==> src/rtl/sclk_gen_pkg.sv <==
package sclk_gen_pkg;

    typedef enum logic {
        ST_IDLE = 1'b0,
        ST_RUN  = 1'b1
    } sg_state_e;

endpackage

==> src/rtl/sclk_ratio_dec.sv <==
module sclk_ratio_dec #(
    parameter int PRESC_W = 5,
    parameter int CNT_W   = 5
) (
    input  logic [PRESC_W-1:0] presc_i,
    output logic [CNT_W-1:0]   ratio_o,
    output logic [CNT_W-1:0]   half_o
);
    localparam int NIB_W = PRESC_W - 1;

    logic [CNT_W-1:0] nib_ext;
    logic [CNT_W-1:0] raw;

    always_comb begin
        nib_ext = CNT_W'(presc_i[NIB_W-1:0]);
        raw     = presc_i[PRESC_W-1] ? (nib_ext << 1) : nib_ext;
        ratio_o = (raw < CNT_W'(2)) ? CNT_W'(2) : raw;
        half_o  = (ratio_o >> 1) + CNT_W'(ratio_o[0]);
    end

endmodule

==> src/rtl/sclk_level.sv <==
module sclk_level #(
    parameter int CNT_W = 5
) (
    input  logic [CNT_W-1:0] pos_i,
    input  logic [CNT_W-1:0] half_i,
    input  logic             cpol_i,
    input  logic             cpha_i,
    output logic             level_o
);
    always_comb begin
        level_o = cpol_i ^ cpha_i ^ (pos_i >= half_i);
    end

endmodule

==> src/rtl/spi_sclk_gen.sv <==
module spi_sclk_gen
    import sclk_gen_pkg::*;
#(
    parameter int PRESC_W = 5
) (
    input  logic               clk,
    input  logic               rst_n,
    input  logic               run_en_i,
    input  logic               stop_req_i,
    input  logic [PRESC_W-1:0] presc_i,
    input  logic               cpol_i,
    input  logic               cpha_i,
    input  logic               capt_alt_i,
    output logic               sclk_o,
    output logic               launch_o,
    output logic               sample_o
);
    localparam int NIB_W     = PRESC_W - 1;
    localparam int MAX_RATIO = 2 * ((1 << NIB_W) - 1);
    localparam int CNT_W     = $clog2(MAX_RATIO + 1);

    typedef struct packed {
        sg_state_e        st;
        logic [CNT_W-1:0] pos;
        logic [CNT_W-1:0] ratio;
        logic [CNT_W-1:0] half;
        logic             cpol;
        logic             cpha;
        logic             capt;
        logic             sclk;
        logic             launch;
        logic             sample;
    } regs_t;

    localparam regs_t RST_VAL = '{
        st:     ST_IDLE,
        pos:    '0,
        ratio:  CNT_W'(2),
        half:   CNT_W'(1),
        cpol:   1'b0,
        cpha:   1'b0,
        capt:   1'b0,
        sclk:   1'b0,
        launch: 1'b0,
        sample: 1'b0
    };

    regs_t r_d, r_q;

    logic [CNT_W-1:0] dec_ratio;
    logic [CNT_W-1:0] dec_half;
    logic [CNT_W-1:0] pos_inc;
    logic             lvl_mid;
    logic             last_cyc;

    sclk_ratio_dec #(
        .PRESC_W(PRESC_W),
        .CNT_W  (CNT_W)
    ) u_dec (
        .presc_i(presc_i),
        .ratio_o(dec_ratio),
        .half_o (dec_half)
    );

    assign pos_inc  = r_q.pos + CNT_W'(1);
    assign last_cyc = (r_q.pos == (r_q.ratio - CNT_W'(1)));

    sclk_level #(
        .CNT_W(CNT_W)
    ) u_lvl (
        .pos_i  (pos_inc),
        .half_i (r_q.half),
        .cpol_i (r_q.cpol),
        .cpha_i (r_q.cpha),
        .level_o(lvl_mid)
    );

    always_comb begin
        r_d        = r_q;
        r_d.launch = 1'b0;
        r_d.sample = 1'b0;
        case (r_q.st)
            ST_IDLE: begin
                // configuration tracks the inputs while idle
                r_d.ratio = dec_ratio;
                r_d.half  = dec_half;
                r_d.cpol  = cpol_i;
                r_d.cpha  = cpha_i;
                r_d.capt  = capt_alt_i;
                r_d.sclk  = cpol_i;
                r_d.pos   = '0;
                if (run_en_i && !stop_req_i) begin
                    r_d.st     = ST_RUN;
                    r_d.launch = 1'b1;
                    r_d.sclk   = cpol_i ^ cpha_i;
                end
            end
            default: begin
                if (!run_en_i) begin
                    r_d.st   = ST_IDLE;
                    r_d.sclk = r_q.cpol;
                    r_d.pos  = '0;
                end else if (last_cyc) begin
                    // bit boundary: alternate capture lands here
                    r_d.sample = r_q.capt;
                    r_d.pos    = '0;
                    if (stop_req_i) begin
                        r_d.st   = ST_IDLE;
                        r_d.sclk = r_q.cpol;
                    end else begin
                        r_d.launch = 1'b1;
                        r_d.sclk   = r_q.cpol ^ r_q.cpha;
                    end
                end else begin
                    r_d.pos    = pos_inc;
                    r_d.sclk   = lvl_mid;
                    r_d.sample = !r_q.capt && (pos_inc == r_q.half);
                end
            end
        endcase
    end

    always_ff @(posedge clk or negedge rst_n) begin
        if (!rst_n) begin
            r_q <= RST_VAL;
        end else begin
            r_q <= r_d;
        end
    end

    assign sclk_o   = r_q.sclk;
    assign launch_o = r_q.launch;
    assign sample_o = r_q.sample;

    // the latched ratio stays inside the legal range
    a_r2_ratio_range: assert property (@(posedge clk) disable iff (!rst_n)
        (r_q.ratio >= CNT_W'(2)) && (r_q.ratio <= CNT_W'(MAX_RATIO)));

    // launch only at the first cycle of a bit period
    a_r3_launch_at_start: assert property (@(posedge clk) disable iff (!rst_n)
        launch_o |-> (r_q.st == ST_RUN) && (r_q.pos == '0));

    // normal capture sits at the half point
    a_r5_sample_mid: assert property (@(posedge clk) disable iff (!rst_n)
        (sample_o && !r_q.capt) |-> (r_q.pos == r_q.half));

    // alternate capture sits on a bit boundary
    a_r6_alt_on_boundary: assert property (@(posedge clk) disable iff (!rst_n)
        (sample_o && r_q.capt) |-> (r_q.pos == '0));

    // serial clock moves only at bit start or half point
    a_r4_sclk_edges: assert property (@(posedge clk) disable iff (!rst_n)
        ((r_q.st == ST_RUN) && $past(r_q.st == ST_RUN) && !$stable(sclk_o))
        |-> ((r_q.pos == '0) || (r_q.pos == r_q.half)));

    // configuration frozen while running
    a_r11_cfg_frozen: assert property (@(posedge clk) disable iff (!rst_n)
        ((r_q.st == ST_RUN) && $past(r_q.st == ST_RUN))
        |-> ($stable(r_q.ratio) && $stable(r_q.cpol) && $stable(r_q.cpha) && $stable(r_q.capt)));

    // enable low while running gives idle next cycle
    a_r10_abort: assert property (@(posedge clk) disable iff (!rst_n)
        ((r_q.st == ST_RUN) && !run_en_i) |=> ((r_q.st == ST_IDLE) && !launch_o && !sample_o));

endmodule

==> config.mk <==
export PLATFORM = sky130hd
export DESIGN_NAME = spi_sclk_gen
export DESIGN_NICKNAME = d
export VERILOG_FILES = /design/src/rtl/sclk_gen_pkg.sv /design/src/rtl/sclk_ratio_dec.sv /design/src/rtl/sclk_level.sv /design/src/rtl/spi_sclk_gen.sv
export SDC_FILE = /design/constraint.sdc
export NUM_CORES = 1
export LEC_CHECK = 0
export BUFFER_PORTS_ARGS = -buffer_cell sky130_fd_sc_hd__buf_4
export CORE_MARGIN = 3
export CORE_UTILIZATION = 45
export DETAILED_ROUTE_END_ITERATION = 8
export PLACE_DENSITY_LB_ADDON = 0.05
export REMOVE_ABC_BUFFERS = 1
export SYNTH_ARGS = -nofsm -noshare
export SYNTH_HDL_FRONTEND = slang
export SYNTH_SLANG_ARGS = --single-unit
==> constraint.sdc <==
create_clock -name clk -period 2 [get_ports clk]
set_input_delay 0.4 -clock clk [delete_from_list [all_inputs] [get_ports clk]]
set_output_delay 0.4 -clock clk [all_outputs]
set_load 0.02 [all_outputs]
# Yosys cells after proc, flatten, opt, wreduce, memory -nomap -nowiden
# Cells that the tools add are included.
[classes] n_eq_ne=2 mux=17 addsub=3 magnitude_cmp=2 n_reduce_logical=4 bitwise=3
[ops] cell="5-bit two-way mux" n=3
[ops] cell="6-bit two-way mux" n=2
[ops] cell="5-bit == test" n=2
[ops] cell="1-bit two-way mux" n=9
[ops] cell="2-bit two-way mux" n=3
[ops] cell="4-bit by 1-bit adder with 5-bit output" n=1
[ops] cell="5-bit by 1-bit adder with 5-bit output, second input constant" n=1
[ops] cell="5-bit greater-or-equal comparator" n=1
[ops] cell="5-bit by 2-bit < comparator with 1-bit output, second input constant" n=1
[ops] cell="5-bit by 1-bit subtractor with 5-bit output, second input constant" n=1
[ops] cell="1-bit bitwise XOR" n=3
[ops] cell="1-bit logical AND" n=2
[ops] cell="1-bit zero test" n=2
[word_totals] elab_cells=41 register_bits=22 out_inout_bits=3

# Longest topological paths before layout
# Gate-level depths: netlist (run 1).
[logic_depth] word_depth=6 depth_mapped=9 mapped_depth_nobuf=8

# By module
# Synthesis (run 1) repeated with hierarchy kept, for this count alone.
[unflattened] cells_unflattened=138 hier_area_um2=1400.1
[modules_own_cells] module="spi_sclk_gen" cells_each=93 n_inst=1 area_each_um2=1082.3 seq_area_each_um2=553.0
[modules_own_cells] module="sclk_level" cells_each=27 n_inst=1 area_each_um2=173.9 seq_area_each_um2=0.0
[modules_own_cells] module="sclk_ratio_dec" cells_each=18 n_inst=1 area_each_um2=143.9 seq_area_each_um2=0.0

# Worst setup path after synthesis (run 1)
# No wires, ideal clock.
[synth_timing] path_type="register to register" start="reg r_q[12] (netlist bit)" end="reg r_q, in the netlist sclk_o" path_buffers=0 setup_slack_ns=0.166 arrival_time_ns=1.753 path_stages_with_launch=8 path_cell_list="dfstp_2 -> inv_1 -> ha_1 -> xnor2_1 -> a211oi_2 -> o311ai_2 -> or3_1 -> o211ai_2"
[synth_lines] element="start: declaration" line="spi_sclk_gen.sv:48" rtl="regs_t r_d, r_q;"
[synth_lines] element="start signal: assignment" line="spi_sclk_gen.sv:127" rtl="r_q <= r_d;"

==> results of run 1 <==
-- layer usage --
metal | vias to the layer above | GRT usage
met3 | 4 | 0.0389
met1 | 444 | 0.212
li1 | 477 | -
met4 | 0 | 0.0285
met2 | 17 | 0.252
met5 | - | 0
-- logic make-up after synthesis --
kind of cell,share of synthesized area
buffers and inverters,0.0430
and+or+nand+nor,0.173
AOI/OAI and AO/OA,0.104
muxes,0.0841
xor gates and xnor gates,0.0870
DFF,0.423
adders and majority gates,0.0860
-- cells in the final DEF (no fill, tap or decap), types with 2 or more instances in the layout --
| cell type | synthesis | layout |
|---|---|---|
| buf_4 | 0 | 22 |
| dfrtp_1 | 20 | 20 |
| nand2_1 | 12 | 12 |
| inv_1 | 9 | 8 |
| mux2_2 | 8 | 8 |
| ha_1 | 9 | 8 |
| a21oi_1 | 7 | 7 |
| xnor2_1 | 8 | 6 |
| xor2_1 | 5 | 5 |
| nor2_1 | 5 | 5 |
| o21ai_0 | 6 | 5 |
| nand2b_1 | 4 | 4 |
| or3_1 | 3 | 3 |
| nand3_1 | 3 | 3 |
| nor2b_1 | 3 | 3 |
| clkbuf_4 | 0 | 3 |
| nand3b_1 | 2 | 2 |
| xnor2_2 | 0 | 2 |
| nor3_1 | 2 | 2 |
| mux2i_1 | 2 | 2 |
| dfstp_2 | 2 | 2 |
-- synth_stat cells, drive strengths merged --
master    n  share of area
a211oi    1         0.0096
a21boi    1         0.0057
a21o      1         0.0057
a21oi     7          0.027
a311oi    1         0.0067
a31oi     1         0.0048
and2b     1         0.0057
and3b     1         0.0067
buf       1         0.0086
clkbuf    3         0.0086
dfrtp    20           0.38
dfstp     2          0.040
ha        9          0.086
inv       9          0.026
mux2      8          0.069
mux2i     2          0.015
nand2    12          0.034
nand2b    4          0.019
nand3     4          0.019
nand3b    2          0.011
nand4     1         0.0048
nand4bb   1          0.021
nor2      5          0.014
nor2b     3          0.014
nor3      2         0.0076
o211ai    1         0.0096
o21ai     6          0.023
o311ai    1          0.012
or3       3          0.014
xnor2     8          0.054
xor2      5          0.033
-- stage by stage --
| step | setup TNS [ps] | instance area [µm²] | std cells | total power [µW] |
|---|---|---|---|---|
| detailed placement | 0 | 1470 | 171 | 845 |
| CTS | 0 | 1500 | 175 | 1040 |
| finish | 0 | 1560 | 178 | 1060 |
| global placement | 0 | 1470 | 171 | 836 |
| global route | -22.3 | 1560 | 178 | 1140 |
| floorplan | 0 | 1290 | 122 | 742 |
-- flip-flops by register name, summed over array words and instances (netlist names) --
name and flops:
sample_o 1, launch_o 1, sclk_o 1, r_q 19
-- worst paths after layout --
| check | cells past startpoint | end | slack, ps | startpoint |
|---|---|---|---|---|
| min in group asynchronous | 2 | r_q[13] | 510 | rst_n |
| min reg2reg | 2 | r_q[8] | 500 | r_q[8] |
| max reg2reg | 7 | sclk_o | 90 | r_q[12] |
| max | 7 | sclk_o | 90 | r_q[12] |
| min | 2 | r_q[3] | 330 | capt_alt_i |
| max in group asynchronous | 2 | r_q[6] | 1210 | rst_n |
-- area by class of cell --
cell class                      instances  area [µm²]  area share
Clock buffer                            3        22.5      0.0144
Tap cell                               30        37.5      0.0241
Sequential cell                        22         553       0.355
Timing Repair Buffer                   23         175       0.112
Inverter                                9        33.8      0.0217
Multi-Input combinational cell         91         737       0.473
-- report_power, final --
group          total [µW]  switching [µW]  internal [µW]
Sequential            542            42.8            500
Clock                 189             119           70.1
Combinational         326             159            167
-- timing repair --
action / in CTS / in global routing
setup endpoints to repair: 0 / 7
setup buffers: 0 / 3
gates resized for setup: 0 / 6
hold endpoints to repair: 20 / 0
hold buffers: 1 / 0
==> run metrics, run 1 <==
initial antenna violation count 0; pre-CTS WS 26.1 ps; Slew headroom 0.721; num rows 18; input/output buffers 14; drt total wl 2480 µm; wire length on met2 1150 µm; H-tree levels 1; fillers around 230; critical path arrival 2140 ps; Initial Utilization 0.501; clk_skew between 8 and 9 ps; worst-case vdd ir drop about 0.00052 V; crit path launch type register; clk slew on worst S/H paths about 110 ps; n_diodes 0; number of max-cap violations 0; number of global-route vias before repair 916; clock root cell clkbuf_4; Worst path slowest cell dfstp_2; Slew Limit Fails 0; Critical Path Max Stage Delay 560 ps; Num CTS Buffers 3; clock insertion delay at the later pin of the skew report approximately 300 ps; synthesized area per cell roughly 10 µm²; Iteration-0 DRC Markers 20; cells after synthesis between 100 and 150; Static Leak between 0.0007 and 0.0008 µW; Period minus WS final around 1900 ps; Worst Setup End Kind register; Clock Path Buffers 2; wire length on met3 a little under 100 µm; yosys warns 0; crit path cell chain inv_2 -> ha_4 -> xnor2_2 -> a211oi_2 -> o311ai_4 -> or3_1 -> o211ai_2; power per cell area 678 mW/mm²; Crit Path Category reg -> reg; CTS tree built; CP Data Required Time between 2000 and 2500 ps; dpl hpwl 1940 µm; final core occ 0.597; status finished clean; Via density 5.29; maximum number of pins on one net before global-route repair 23; I/O pin cnt 15; CP max FO 4; Final setup viols 0; Peak Freq 524 MHz; critical path's top delay family flip-flops; final hold vios 0; Via Count roughly 940; Routed WL per cell 13.9 µm; Die Wd 59.9 µm; number of remaining DRC errors 0; Highest Signal Layer met4; GRT overflow 0; GRT Overall Usage 0.156; die area 0.00359 mm²; total core area 0.00261 mm²; M1 WL about 1200 µm; first-pass GRT wire length 4170 µm; post-route setup slack 91.7 ps; Netlist cell types 32; synthesized cell area 0.00131 mm²; worst slew pin tran 419 ps; Seq/Total Area, Yosys 0.423; Die H 59.9 µm; CTS sink cnt 22; drt pass-1 iters 4; final hold slack 334 ps; fin crit share 0.954; worst path bufs/invs 1; final net count approximately 170; share of cells above drive strength 1 0.297; Placer Congestion slightly below 0.8; Seq cells post-synth 22; area grow syn2layout 19.1%; worst min path class in -> reg; post-route ant nets 0
No activity file was read; power rests on OpenSTA's default activity.
==> run 2: changes to the inputs <==
--- a/config.mk
+++ b/config.mk
@@ -5,10 +5,12 @@
 export SDC_FILE = /design/constraint.sdc
 export NUM_CORES = 1
 export LEC_CHECK = 0
+export ABC_AREA = 1
 export BUFFER_PORTS_ARGS = -buffer_cell sky130_fd_sc_hd__buf_4
 export CORE_MARGIN = 3
 export CORE_UTILIZATION = 45
 export DETAILED_ROUTE_END_ITERATION = 8
+export MAX_ROUTING_LAYER = met4
 export PLACE_DENSITY_LB_ADDON = 0.05
 export REMOVE_ABC_BUFFERS = 1
 export SYNTH_ARGS = -nofsm -noshare
==> run 2 against run 1 <==
Effect of this change: register-to-register slack is essentially flat; sequential power is 3.9% lower; setup slack worse by 8.2 ps; power up 0.20%; largest power group unchanged.
==> run metrics, run 2 <==
most frequent cells after synthesis 63 x nand2_1, 29 x inv_1, 20 x dfrtp_1; most used routing layer met1; crit path launch type register; cells after synthesis ~190; Via density 4.92; Synth area leaders dfrtp_1 37%, nand2_1 18%, ha_1 8.4%; number of max-cap violations 0; clk_skew about 1.3 ps; share of cells above drive strength 1 0.203; CTS tree built; first-pass GRT wire length around 4200 µm; GRT overflow 0; Biggest register r_q; worst slew pin tran 431 ps; maximum number of pins on one net before global-route repair 23; input/output buffers 14; r2r setup slk between 80 and 90 ps; clk slew on worst S/H paths 120 ps; Static Leak 0.000868 µW; drt pass-1 iters 4; n_diodes 0; drt total wl 2660 µm; Period minus WS final 1920 ps; fin crit share 0.958; Seq/Total Area, Yosys 0.414; Clock Path Buffers 2; Post-Synth Adder-Cell Area 0.0843; final core occ 0.574; mux cell area share after synthesis 0; most common cell after layout, fill and taps aside nand2_1; combinational family with the most area after synthesis simple AND/OR/NAND/NOR gates; CP Data Required Time roughly 2200 ps; Die H 60.5 µm; number of global-route vias before repair 969; power per cell area 663 mW/mm²; initial antenna violation count 0; post-synth top area cell dfrtp_1; worst min path class in -> reg; Placer Congestion 0.811; Crit Path Category reg -> reg; critical path arrival between 2000 and 2500 ps; number of remaining DRC errors 0; most frequent cells in the layout 60 x nand2_1, 28 x inv_1, 20 x dfrtp_1; H-tree levels 1; Synth Area in XOR/XNOR 0.0197; simple-gate portion of the synthesized area 0.306; final net count 230; Num CTS Buffers 3; Largest register FFs 19; Final setup viols 0; Synth top area share 0.375; Initial Utilization 0.480; met3 Track Usage GR 0.0191; Synth Area in Compound Gates 0.0778; RSZ-0062 raised after global routing yes; dpl hpwl 2060 µm; met1 Use GR 0.232; status finished clean; Worst Setup End Kind register; synthesized area per cell just over 7 µm²; clock root cell clkbuf_4; synthesized cell area 0.00134 mm²; Peak Freq between 500 and 600 MHz; grt met2 use 0.225; num rows 19; I/O pin cnt 15; Routed WL per cell 11.2 µm; CTS sink cnt 22; count leader, synth nand2_1; Synth Flop Type dfrtp_1; worst-case vdd ir drop 0.000452 V; Iteration-0 DRC Markers 61; Seq cells post-synth 22; die area 0.00366 mm²; Die Wd ~60 µm; asr flop ratio synth 1.00; CP max FO 4; Via Count 1171; area grow syn2layout 19.7%; total core area 0.00278 mm²; post-route ant nets 0; total power draw around 1100 µW; Post-synth EDFFs 0; Netlist cell types 21; clock insertion delay at the later pin of the skew report 310 ps; yosys warns 0; Slew Limit Fails 0; Slew headroom 0.711; final hold vios 0; GRT Overall Usage 0.161
==> run 2: layout make-up <==
class | count | area [µm²]
fill | 272 | 1180
clock buffer | 3 | 22.5
multi-input combinational | 131 | 722
tap | 31 | 38.8
inverter | 33 | 124
sequential | 22 | 553
timing repair buffer | 18 | 138
==> run 2: critical path, stage by stage (launching register included) <==
cell and delay, ps:
dfrtp_1 430, ha_2 220, buf_4 140, xor2_2 150, ha_1 310, nand2_1 70, nand2_1 50, nand2_1 80
nand3_1 80, nand2_1 70, nand2_1 50, inv_1 40, nand2_1 40, nand3_1 60, nand2_1 50
==> run 2: what timing repair did <==
| action | in CTS | in global routing |
|---|---|---|
| setup endpoints to repair | 0 | 2 |
| endpoints found under the hold margin | 20 | 0 |
| hold buffers | 1 | 0 |
| buffers inserted | 0 | 1 |
| resized for setup | 0 | 14 |
==> run 2: kinds of logic after synthesis <==
kind of cell | Yosys count
AND/OR/NAND/NOR | 100
buffers and inverters | 35
flip-flops | 22
AO/OA/AOI/OAI | 19
adder cells (fa/ha/maj) | 9
XOR/XNOR | 3
==> run 2: worst paths after layout <==
check	to	start	cells after the start
max	sclk_o	r_q[17]	14
min	r_q[3]	capt_alt_i	3
max reg2reg	sclk_o	r_q[17]	14
min reg2reg	r_q[6]	r_q[6]	2
max in group asynchronous	r_q[6]	rst_n	2
min in group asynchronous	r_q[14]	rst_n	2
==> run 2: where the power goes <==
group	leakage [µW]	internal [µW]	switching, µW
clock network	0.0000138	70.5	133
registers	0.000280	496	24.8
logic	0.000574	131	204
total	0.000868	697	362
==> run 2: layer usage <==
metal | vias up | part of all wire
met5 | - | 0
met4 | 0 | 0.017
met3 | 5 | 0.028
met2 | 17 | 0.43
met1 | 530 | 0.53
li1 | 619 | -
==> run 2: metrics by stage <==
stage               hold slack (ps)  instance area (µm²)  TNS (ps)  setup slack, ps  cells
floorplan                       104                 1330         0              116    186
global placement                302                 1490         0             90.5    233
detailed placement              307                 1490         0             30.1    233
CTS                             271                 1520         0            0.124    237
global route                    286                 1600     -39.6            -39.6    238
finish                          281                 1600         0             83.5    238
